File: src/rtl/xstat_pkg.sv
package xstat_pkg;

    localparam int SW_W  = 32;
    localparam int NBANK = 5;
    localparam int NSRC  = 6;
    localparam int BIT_I = 7;
    localparam int BIT_F = 6;
    localparam int BIT_T = 5;

    // source index order is also priority order (0 highest)
    localparam int SRC_RST = 0;
    localparam int SRC_ABT = 1;
    localparam int SRC_FIQ = 2;
    localparam int SRC_IRQ = 3;
    localparam int SRC_UND = 4;
    localparam int SRC_SWI = 5;

    typedef enum logic [4:0] {
        M_USR = 5'b10000,
        M_FIQ = 5'b10001,
        M_IRQ = 5'b10010,
        M_SVC = 5'b10011,
        M_ABT = 5'b10111,
        M_UND = 5'b11011,
        M_SYS = 5'b11111
    } mode_e;

    typedef enum logic {ST_BOOT, ST_RUN} fsm_e;

    typedef enum logic [2:0] {
        ACT_IDLE, ACT_TRAP, ACT_RETURN, ACT_WRITE, ACT_BRANCH
    } act_e;

    function automatic logic bank_has(input logic [4:0] m);
        return (m == M_FIQ) || (m == M_IRQ) || (m == M_SVC) ||
               (m == M_ABT) || (m == M_UND);
    endfunction

    function automatic logic [2:0] bank_idx(input logic [4:0] m);
        logic [2:0] r;
        unique case (m)
            M_FIQ:   r = 3'd0;
            M_IRQ:   r = 3'd1;
            M_SVC:   r = 3'd2;
            M_ABT:   r = 3'd3;
            M_UND:   r = 3'd4;
            default: r = 3'd0;
        endcase
        return r;
    endfunction

    function automatic logic [4:0] src_mode(input int s);
        logic [4:0] r;
        unique case (s)
            SRC_ABT: r = M_ABT;
            SRC_FIQ: r = M_FIQ;
            SRC_IRQ: r = M_IRQ;
            SRC_UND: r = M_UND;
            default: r = M_SVC;
        endcase
        return r;
    endfunction

    function automatic logic [7:0] src_vec(input int s);
        logic [7:0] r;
        unique case (s)
            SRC_ABT: r = 8'h10;
            SRC_FIQ: r = 8'h1C;
            SRC_IRQ: r = 8'h18;
            SRC_UND: r = 8'h04;
            SRC_SWI: r = 8'h08;
            default: r = 8'h00;
        endcase
        return r;
    endfunction

endpackage

File: src/rtl/xstat_arb.sv
module xstat_arb #(
    parameter int N = 6
) (
    input  logic [N-1:0] req,
    output logic [N-1:0] grant,
    output logic         any
);
    logic found;

    always_comb begin
        grant = '0;
        found = 1'b0;
        for (int i = 0; i < N; i++) begin
            if (req[i] && !found) begin
                grant[i] = 1'b1;
                found    = 1'b1;
            end
        end
    end

    assign any = |req;

endmodule

File: src/rtl/xstat_bank.sv
module xstat_bank #(
    parameter int W  = 32,
    parameter int N  = 5,
    parameter int IW = $clog2(N)
) (
    input  logic          clk,
    input  logic          rst_n,
    input  logic          wr_en,
    input  logic [IW-1:0] wr_idx,
    input  logic [W-1:0]  wr_data,
    input  logic [IW-1:0] rd_idx,
    output logic [W-1:0]  rd_data
);
    logic [N-1:0][W-1:0] slot_w;

    for (genvar g = 0; g < N; g++) begin : g_slot
        logic [W-1:0] q;
        always_ff @(posedge clk or negedge rst_n) begin
            if (!rst_n)
                q <= '0;
            else if (wr_en && (int'(wr_idx) == g))
                q <= wr_data;
        end
        assign slot_w[g] = q;
    end

    always_comb begin
        rd_data = '0;
        for (int i = 0; i < N; i++)
            if (int'(rd_idx) == i) rd_data = slot_w[i];
    end

endmodule

File: src/rtl/xstat_ctrl.sv
module xstat_ctrl
    import xstat_pkg::*;
#(
    parameter int          PC_W     = 32,
    parameter logic [31:0] VEC_BASE = 32'h0000_0000
) (
    input  logic            clk,
    input  logic            rst_n,
    input  logic [3:0]      exc_req_i,
    input  logic            irq_line_i,
    input  logic            fiq_line_i,
    input  logic [PC_W-1:0] pc_in_i,
    input  logic            ret_req_i,
    input  logic            sw_req_i,
    input  logic [31:0]     sw_data_i,
    input  logic            bx_req_i,
    input  logic [PC_W-1:0] bx_target_i,
    output logic [31:0]     status_o,
    output logic [4:0]      mode_o,
    output logic            thumb_o,
    output logic            irq_mask_o,
    output logic            fiq_mask_o,
    output logic            link_we_o,
    output logic [PC_W-1:0] link_val_o,
    output logic            redirect_o,
    output logic [PC_W-1:0] next_pc_o,
    output logic            unpred_o
);
    localparam int          IW       = $clog2(NBANK);
    localparam logic [31:0] RST_WORD = {24'h0, 1'b1, 1'b1, 1'b0, M_SVC};

    fsm_e              state_q;
    logic [SW_W-1:0]   status_q, status_d;
    logic [NSRC-1:0]   src, grant;
    logic              trap_any;
    act_e              act;
    logic [4:0]        tmode;
    logic [7:0]        tvec;
    logic              tset_f;
    logic [SW_W-1:0]   saved_rd;
    logic              priv;

    // priority order follows the SRC_* indices
    always_comb begin
        src          = '0;
        src[SRC_RST] = exc_req_i[0];
        src[SRC_ABT] = exc_req_i[1];
        src[SRC_FIQ] = fiq_line_i && !status_q[BIT_F];
        src[SRC_IRQ] = irq_line_i && !status_q[BIT_I];
        src[SRC_UND] = exc_req_i[2];
        src[SRC_SWI] = exc_req_i[3];
    end

    xstat_arb #(.N(NSRC)) u_arb (
        .req   (src),
        .grant (grant),
        .any   (trap_any)
    );

    always_comb begin
        tmode  = M_SVC;
        tvec   = 8'h00;
        tset_f = 1'b0;
        for (int i = 0; i < NSRC; i++) begin
            if (grant[i]) begin
                tmode  = src_mode(i);
                tvec   = src_vec(i);
                tset_f = (i == SRC_RST) || (i == SRC_FIQ);
            end
        end
    end

    always_comb begin
        if (state_q == ST_BOOT) act = ACT_IDLE;
        else if (trap_any)      act = ACT_TRAP;
        else if (ret_req_i)     act = ACT_RETURN;
        else if (sw_req_i)      act = ACT_WRITE;
        else if (bx_req_i)      act = ACT_BRANCH;
        else                    act = ACT_IDLE;
    end

    assign priv = (status_q[4:0] != M_USR);

    xstat_bank #(.W(SW_W), .N(NBANK), .IW(IW)) u_bank (
        .clk     (clk),
        .rst_n   (rst_n),
        .wr_en   (act == ACT_TRAP),
        .wr_idx  (bank_idx(tmode)),
        .wr_data (status_q),
        .rd_idx  (bank_idx(status_q[4:0])),
        .rd_data (saved_rd)
    );

    always_comb begin
        status_d = status_q;
        unique case (act)
            ACT_TRAP:   status_d = {status_q[31:8], 1'b1,
                                    tset_f | status_q[BIT_F], 1'b0, tmode};
            ACT_RETURN: if (bank_has(status_q[4:0])) status_d = saved_rd;
            ACT_WRITE:  status_d = priv ? sw_data_i
                                        : {sw_data_i[31:28], status_q[27:0]};
            ACT_BRANCH: status_d[BIT_T] = bx_target_i[0];
            ACT_IDLE:   status_d = status_q;
        endcase
    end

    // state register: BOOT_TO_RUN, then RUN_HOLD
    always_ff @(posedge clk or negedge rst_n) begin
        if (!rst_n) begin
            state_q  <= ST_BOOT;
            status_q <= RST_WORD;
        end else begin
            state_q  <= ST_RUN;
            status_q <= status_d;
        end
    end

    // registered strobes
    always_ff @(posedge clk or negedge rst_n) begin
        if (!rst_n) begin
            redirect_o <= 1'b0;
            next_pc_o  <= '0;
            link_we_o  <= 1'b0;
            link_val_o <= '0;
            unpred_o   <= 1'b0;
        end else begin
            redirect_o <= 1'b0;
            link_we_o  <= 1'b0;
            unpred_o   <= 1'b0;
            if (state_q == ST_BOOT) begin
                redirect_o <= 1'b1;
                next_pc_o  <= PC_W'(VEC_BASE);
            end
            unique case (act)
                ACT_TRAP: begin
                    redirect_o <= 1'b1;
                    next_pc_o  <= PC_W'(VEC_BASE) + PC_W'(tvec);
                    link_we_o  <= 1'b1;
                    link_val_o <= pc_in_i;
                end
                ACT_RETURN: begin
                    if (bank_has(status_q[4:0])) begin
                        redirect_o <= 1'b1;
                        next_pc_o  <= pc_in_i;
                    end else begin
                        unpred_o   <= 1'b1;
                    end
                end
                ACT_BRANCH: begin
                    redirect_o <= 1'b1;
                    next_pc_o  <= {bx_target_i[PC_W-1:1], 1'b0};
                end
                ACT_WRITE, ACT_IDLE: ;
            endcase
        end
    end

    assign status_o   = status_q;
    assign mode_o     = status_q[4:0];
    assign thumb_o    = status_q[BIT_T];
    assign irq_mask_o = status_q[BIT_I];
    assign fiq_mask_o = status_q[BIT_F];

    AST_ONE_GRANT: assert property (@(posedge clk) disable iff (!rst_n)
        $onehot0(grant));
    AST_TRAP_CLEARS_T: assert property (@(posedge clk) disable iff (!rst_n)
        act == ACT_TRAP |=> !thumb_o && irq_mask_o);
    AST_LINK_ON_TRAP: assert property (@(posedge clk) disable iff (!rst_n)
        act == ACT_TRAP |=> link_we_o && link_val_o == $past(pc_in_i));
    AST_UNPRED_HOLDS: assert property (@(posedge clk) disable iff (!rst_n)
        unpred_o |-> $stable(status_o) && !redirect_o);
    AST_USER_CTRL_KEPT: assert property (@(posedge clk) disable iff (!rst_n)
        (act == ACT_WRITE && mode_o == M_USR) |=>
            status_o[27:0] == $past(status_o[27:0]));
    AST_BX_EVEN: assert property (@(posedge clk) disable iff (!rst_n)
        act == ACT_BRANCH |=> redirect_o && !next_pc_o[0] &&
            thumb_o == $past(bx_target_i[0]));

endmodule

File: config.mk
export PLATFORM = sky130hd
export DESIGN_NAME = xstat_ctrl
export DESIGN_NICKNAME = d
export VERILOG_FILES = /design/src/rtl/xstat_pkg.sv /design/src/rtl/xstat_arb.sv /design/src/rtl/xstat_bank.sv /design/src/rtl/xstat_ctrl.sv
export SDC_FILE = /design/constraint.sdc
export NUM_CORES = 1
export LEC_CHECK = 0
export BUFFER_PORTS_ARGS = -buffer_cell sky130_fd_sc_hd__buf_2
export CORE_UTILIZATION = 51
export DETAILED_ROUTE_END_ITERATION = 7
export PLACE_DENSITY = 0.73
export SLEW_MARGIN = 20
export SYNTH_ARGS = -nofsm -noshare
export SYNTH_HDL_FRONTEND = slang
export SYNTH_SLANG_ARGS = --single-unit
File: constraint.sdc
create_clock -name clk -period 1.86 [get_ports clk]
set_clock_uncertainty 0.1 [all_clocks]
set_input_delay 0.279 -clock clk [delete_from_list [all_inputs] [get_ports clk]]
set_output_delay 0.279 -clock clk [all_outputs]
set_load 0.02 [all_outputs]
After elaboration in Yosys (flattened, before gate mapping)
Index checks and enable logic that the tools add are counted.
{"block": "word_totals", "register_bits": 260, "in_bits": 107, "out_inout_bits": 107, "elab_cells": 128}
{"block": "op_classes", "n_eq_ne": 24, "mux": 52, "n_bitwise": 3, "reduce_logical": 34}
{"operator": "$mux 32", "n": 8}
{"operator": "$pmux 32 s3", "n": 1}
{"operator": "$pmux 26 s3", "n": 1}
{"operator": "$eq 5x5->1 const B", "n": 9}
{"operator": "$mux 8", "n": 4}
{"operator": "$mux 28", "n": 1}
{"operator": "$mux 5", "n": 5}
{"operator": "$pmux 3 s4", "n": 2}
{"operator": "$eq 3x3->1 const B", "n": 7}
{"operator": "$mux 1", "n": 21}
{"operator": "$mux 3", "n": 6}
{"operator": "$pmux 5 s3", "n": 1}
{"operator": "$eq 3x2->1 const B", "n": 4}
{"operator": "$logic_and 1x1->1", "n": 12}
{"operator": "$logic_not 3->1", "n": 3}
{"operator": "$reduce_and 3->1", "n": 3}
{"operator": "$logic_not 1->1", "n": 7}
{"operator": "$reduce_or 6->1", "n": 1}
{"operator": "$ne 5x5->1 const B", "n": 1}
{"operator": "$logic_or 1x1->1", "n": 4}
{"operator": "$ne 2x2->1 const B", "n": 2}
{"operator": "$pmux 1 s4", "n": 1}
{"operator": "$reduce_and 4->1", "n": 1}
{"operator": "$eq 3x1->1 const B", "n": 1}
{"operator": "other kinds (6)", "n": 7}

Longest topological paths before layout
{"block": "logic_depth", "ltp_word": 21, "mapped_depth": 9, "mapped_depth_nobuf": 6}

Hierarchy
From an unflattened synthesis, not the netlist that was laid out.
{"block": "unflattened", "cells_unflattened": 899, "hier_area_um2": 11980.2}
{"module": "xstat_bank", "instances": 1, "cells_each": 525, "area_each_um2": 7262.0, "seq_area_each_um2": 4003.8}
{"module": "xstat_ctrl", "instances": 1, "cells_each": 365, "area_each_um2": 4655.7, "seq_area_each_um2": 2508.7}
{"module": "xstat_arb", "instances": 1, "cells_each": 9, "area_each_um2": 62.6, "seq_area_each_um2": 0.0}

Least setup slack after synthesis
No wires, ideal clock.
{"block": "synth_timing", "path_type": "register to register", "from": "reg status_q[0], in the netlist status_o[0]", "to": "reg status_q[1], in the netlist status_o[1]", "setup_ns": 0.082, "arrival_ns": 1.967, "required_ns": 1.678, "setup_slack_ns": -0.290, "path_stages_with_launch": 7, "cell_sequence": "dfstp_2 -> buf_2 -> nand4b_2 -> o311ai_2 -> a211oi_2 -> nor2_1 -> mux2_2"}
{"block": "synth_via", "elab_chain_len": 10}
{"item": "start: declaration", "line_no": "xstat_ctrl.sv:33", "source": "logic [SW_W-1:0] status_q, status_d;"}
{"item": "start signal: assignment", "line_no": "xstat_ctrl.sv:114", "source": "status_q <= status_d;"}
{"item": "$eq 5x5->1 (on tied branches)", "line_no": "xstat_pkg.sv:36, xstat_pkg.sv:41, xstat_pkg.sv:35"}
{"item": "$pmux 3 s4", "line_no": "xstat_pkg.sv:41", "source": "unique case (m)"}
{"item": "$logic_not 3->1", "line_no": "xstat_bank.sv:30", "source": "if (int'(rd_idx) == i) rd_data = slot_w[i];"}
{"item": "$mux 32 (5 in series)", "line_no": "xstat_bank.sv:30"}
{"item": "$mux 32", "line_no": "xstat_ctrl.sv:99", "source": "ACT_RETURN: if (bank_has(status_q[4:0])) status_d = saved_rd;"}
{"item": "$pmux 5 s3", "line_no": "xstat_ctrl.sv:96", "source": "unique case (act)"}
Parallel ways exist; a longest one is shown, timed or not. The select of a mux whose other input is x is not followed.
A chain may end at the register's enable or synchronous reset.

Final worst setup path
{"block": "layout_timing", "from": "reg status_q[6], in the netlist status_o[6]", "to": "reg next_pc_o[8]"}
{"block": "layout_via", "elab_chain_len": 7}
{"item": "$logic_not 1->1 (*)", "line_no": "xstat_ctrl.sv:48", "source": "src[SRC_FIQ] = fiq_line_i && !status_q[BIT_F];"}
{"item": "$logic_and 1x1->1 (*)", "line_no": "xstat_ctrl.sv:48"}
{"item": "$reduce_or 6->1 (*)", "line_no": "xstat_arb.sv:21", "source": "assign any = |req;"}
{"item": "$mux 3 (*)", "line_no": "xstat_ctrl.sv:75", "source": "else if (trap_any) act = ACT_TRAP;"}
{"item": "$mux 3 (*)", "line_no": "xstat_ctrl.sv:74", "source": "if (state_q == ST_BOOT) act = ACT_IDLE;"}
{"item": "$eq 3x3->1, or another cell as far along", "line_no": "xstat_ctrl.sv:134", "source": "unique case (act)"}
{"item": "$pmux 32 s3 (*)", "line_no": "xstat_ctrl.sv:134"}
{"item": "end signal: assignment", "line_no": "xstat_ctrl.sv:132", "source": "next_pc_o <= PC_W'(VEC_BASE);"}
{"item": "end signal: assignment", "line_no": "xstat_ctrl.sv:137", "source": "next_pc_o <= PC_W'(VEC_BASE) + PC_W'(tvec);"}
{"item": "end signal: assignment", "line_no": "xstat_ctrl.sv:144", "source": "next_pc_o <= pc_in_i;"}
{"item": "end: declaration", "line_no": "xstat_ctrl.sv:26", "source": "output logic [PC_W-1:0] next_pc_o,"}
Every way passes the cells marked *; elsewhere a longest branch is shown, timed or not.

==> results.ini <==
[setup_path]
crit_chain = nand2b_4 > nand4_4 > buf_6 > nor2_4 > buf_6 > a22oi_2 > o21ai_1
r2r_cells = 7
path_common_cell = buf_6
crit_slowest_cell = dfstp_2
crit_type = flop to flop
rr_startpoint = status_o[6]$_DFFE_PN1P_
crit_required_ns = 2.14
arrival_ns = 2.69
cp-start-kind = flop
worstPathMaxFanout = 8
r2r_end = next_pc_o[8]$_DFF_PN0_
end_kind = flop
rrSetupSlack_ns = -0.54
critPathMaxStageDelay_ns = 0.58

[yosys]
synth.most_common_cell = dfrtp_1
synth_area_um2 = 12400
postSynthAreaPerCell_um2 = 10.7
ys_seq_elements = 260
synth_edf_count = 0
synth_cells = 1162
synth_cell_type_count = 60
ys.warnings.count = 0
synth_area_leader_cell = dfrtp_1
netlist.area_leader.share = 0.514
synth-async-reset-ratio = 1.00
ys_top_cells_by_area = dfrtp_1 51%, mux2_2 14%, nand2_1 5.3%
synth-main-ff-cell = dfrtp_1
synthTopCellsByCount = 255 x dfrtp_1, 176 x nand2_1, 156 x mux2_2
yosysSeqAreaShare = 0.524
syn_nets = 1269

[power]
p_leak_nw = 8.64
cellPowerDensity_nw_per_um2 = 949
peakVddDrop_mv = 0.848

[run_status]
status = finished, violations left
violations = setup timing

[clock_tree]
clk_pin_slew_worst_paths_ns = 0.06
cts_max_level = 1
worstSkewPairLatency_ns = 0.56
cts_buffer_depth = 3
clkSinkCount = 260
root_buffer = clkbuf_16
cts_buffers = 29
cts_tree = yes

[floorplanning]
fp-row-count = 56
core_area_um2 = 23700
die_x_um = 158
pin_count = 214
dieHeight_um = 158
start_util = 0.525
die_area_um2 = 25000

[global_routing]
grt_most_used_layer = met2
grt_first_pass_wirelength_um = 70300
grt_overflow = 0
use_met3 = 0.0846
grtUsageTotal = 0.374
first_global_vias = 12127
grt_use_met1 = 0.474
grt_use_met2 = 0.596
antenna_found_initial = 4
grt_max_degree = 69

[route]
wl_um = 52900
dr.pass1.iters = 6
viasPerCell = 6.49
drc_errors = 0
wl_per_cell_um = 27.6
num_vias = 12465
ant_nets = 0
drtIter0Drc = 1651

[placement]
routabilityCongestion = 0.930
dpl_worst_slack_ns = -0.260
dp_hpwl_um = 24500
port_buffers = 213

[timing]
max_freq_mhz = 416
maxSlewHeadroom = 0.481
hold_slack_ns = 0.0377
layout_setup_ws_ns = -0.544
hold_viol = 0
worst_pin_slew_ns = 0.775
period_needed_ns = 2.40
rsz0062_at_grt = yes
setup_viol = 204
post-route-period-util = 1.29
drv_slew = 0

[hold_path]
hold-path-endpoint = status_o[2]$_DFFE_PN0P_
hold_path_depth = 3
hold_path.class = input port to flop
hold_start = sw_data_i[2]

[layout]
fillCellCount = 1289
drive_gt1_frac = 0.466
multi_input_area_um2 = 6330
syn_to_final_growth_pct = 48.8
regArea_um2 = 6520
nNetsFinal = 1684

[flow_run]
maxCapViolations = 0

what timing repair did:
action,4_1_cts,5_1_grt
endpoints found under the setup margin,164,206
cloned,15,6
endpoints found under the hold margin,346,0
gates resized for setup,187,106
hold buffers,88,0
setup buffers,37,16
pin swaps,42,26
cell usage in the layout, fill, tap and decap left out, types with 5 or more instances in the layout:
master         instances
mux2i_1               23
buf_8                  7
nand2_1              167
a21oi_2               20
nor2b_1               25
a211oi_2               6
o21ai_0               41
clkinv_2              10
mux2_4                64
a21oi_1               38
mux2_2                93
a211oi_1              17
a31oi_1               21
nor2_4                 6
nor2_1                 5
inv_1                 32
clkbuf_16             33
buf_6                 47
a21boi_0              20
a22oi_2               34
nand3_1               13
nor3_1                21
nand2b_1               6
buf_12                28
o21ai_1               37
nand2_4                5
dlygate4sd3_1         88
buf_2                204
dfstp_2                5
buf_4                 90
dfrtp_1              253
buf_16                10
clkbuf_8               8
o221ai_2               6
worst max-delay path by stage:
stage,startpoint,slack [ns],end
floorplan,status_o[6]$_DFFE_PN1P_,-0.12,u_bank.g_slot[4].q[11]$_DFFE_PN0P_
global placement,status_o[0]$_DFFE_PN1P_,-0.20,next_pc_o[14]$_DFF_PN0_
detailed placement,status_o[0]$_DFFE_PN1P_,-0.26,next_pc_o[14]$_DFF_PN0_
CTS,status_o[7]$_DFFE_PN1P_,-0.13,u_bank.g_slot[4].q[14]$_DFFE_PN0P_
global route,status_o[6]$_DFFE_PN1P_,-0.60,next_pc_o[8]$_DFF_PN0_
finish,status_o[6]$_DFFE_PN1P_,-0.54,next_pc_o[8]$_DFF_PN0_
critical path: cells and delay by family (launching register included):
family / cells / cell delay [ns]
AND/OR/NAND/NOR: 3 / 0.65
AO/OA/AOI/OAI: 2 / 0.45
flip-flops: 1 / 0.58
buffers and inverters: 2 / 0.44
area by class of cell:
class / instances / area share
repair inverters: 2 / 0.00149
clock inverters: 13 / 0.00399
repair buffers: 478 / 0.224
flip-flops and latches: 260 / 0.352
clock buffers: 39 / 0.0456
inverters: 34 / 0.00785
well taps: 319 / 0.0216
diodes: 4 / 0.000541
multi-input cells: 772 / 0.342
state kept, by name, summed over array words and instances, names as in the netlist:
name / cells
redirect_o: 1
state_q: 1
unpred_o: 1
status_o: 32
next_pc_o: 32
u_bank.g_slot.q: 160
link_val_o: 32
link_we_o: 1
logic make-up after synthesis:
kind of cell | synth area share
AND/OR/NAND/NOR | 0.113
AO/OA/AOI/OAI | 0.149
flip-flops | 0.524
multiplexers | 0.163
buffers and inverters | 0.0502
XOR/XNOR | 0.000705
other | 0.000302
where the power goes:
part	switching [mW]	internal (mW)
Combinational	2.17	2.10
Sequential	0.944	6.66
Clock	2.51	3.16
Total	5.62	11.9
metal layers:
layer | up-vias | share of wire
li1 | 4971 | -
met1 | 6082 | 0.34
met3 | 375 | 0.13
met2 | 1031 | 0.45
met4 | 6 | 0.077
met5 | - | 0.0034
per-stage QoR:
step | utilization | total power [mW] | TNS [ns] | area (um^2) | cells
final | 0.781 | 17.5 | -29.30 | 18500 | 1921
after floorplan | - | 9.46 | -11.36 | 12800 | 1162
after detailed placement | 0.619 | 10.8 | -22.55 | 14700 | 1714
after global placement | 0.619 | 10.7 | -17.34 | 14700 | 1714
after CTS | 0.758 | 16.9 | -10.68 | 18000 | 1903
after global routing | 0.781 | 18.1 | -34.11 | 18500 | 1921
Note: power is estimated with default switching activity, not from simulation.
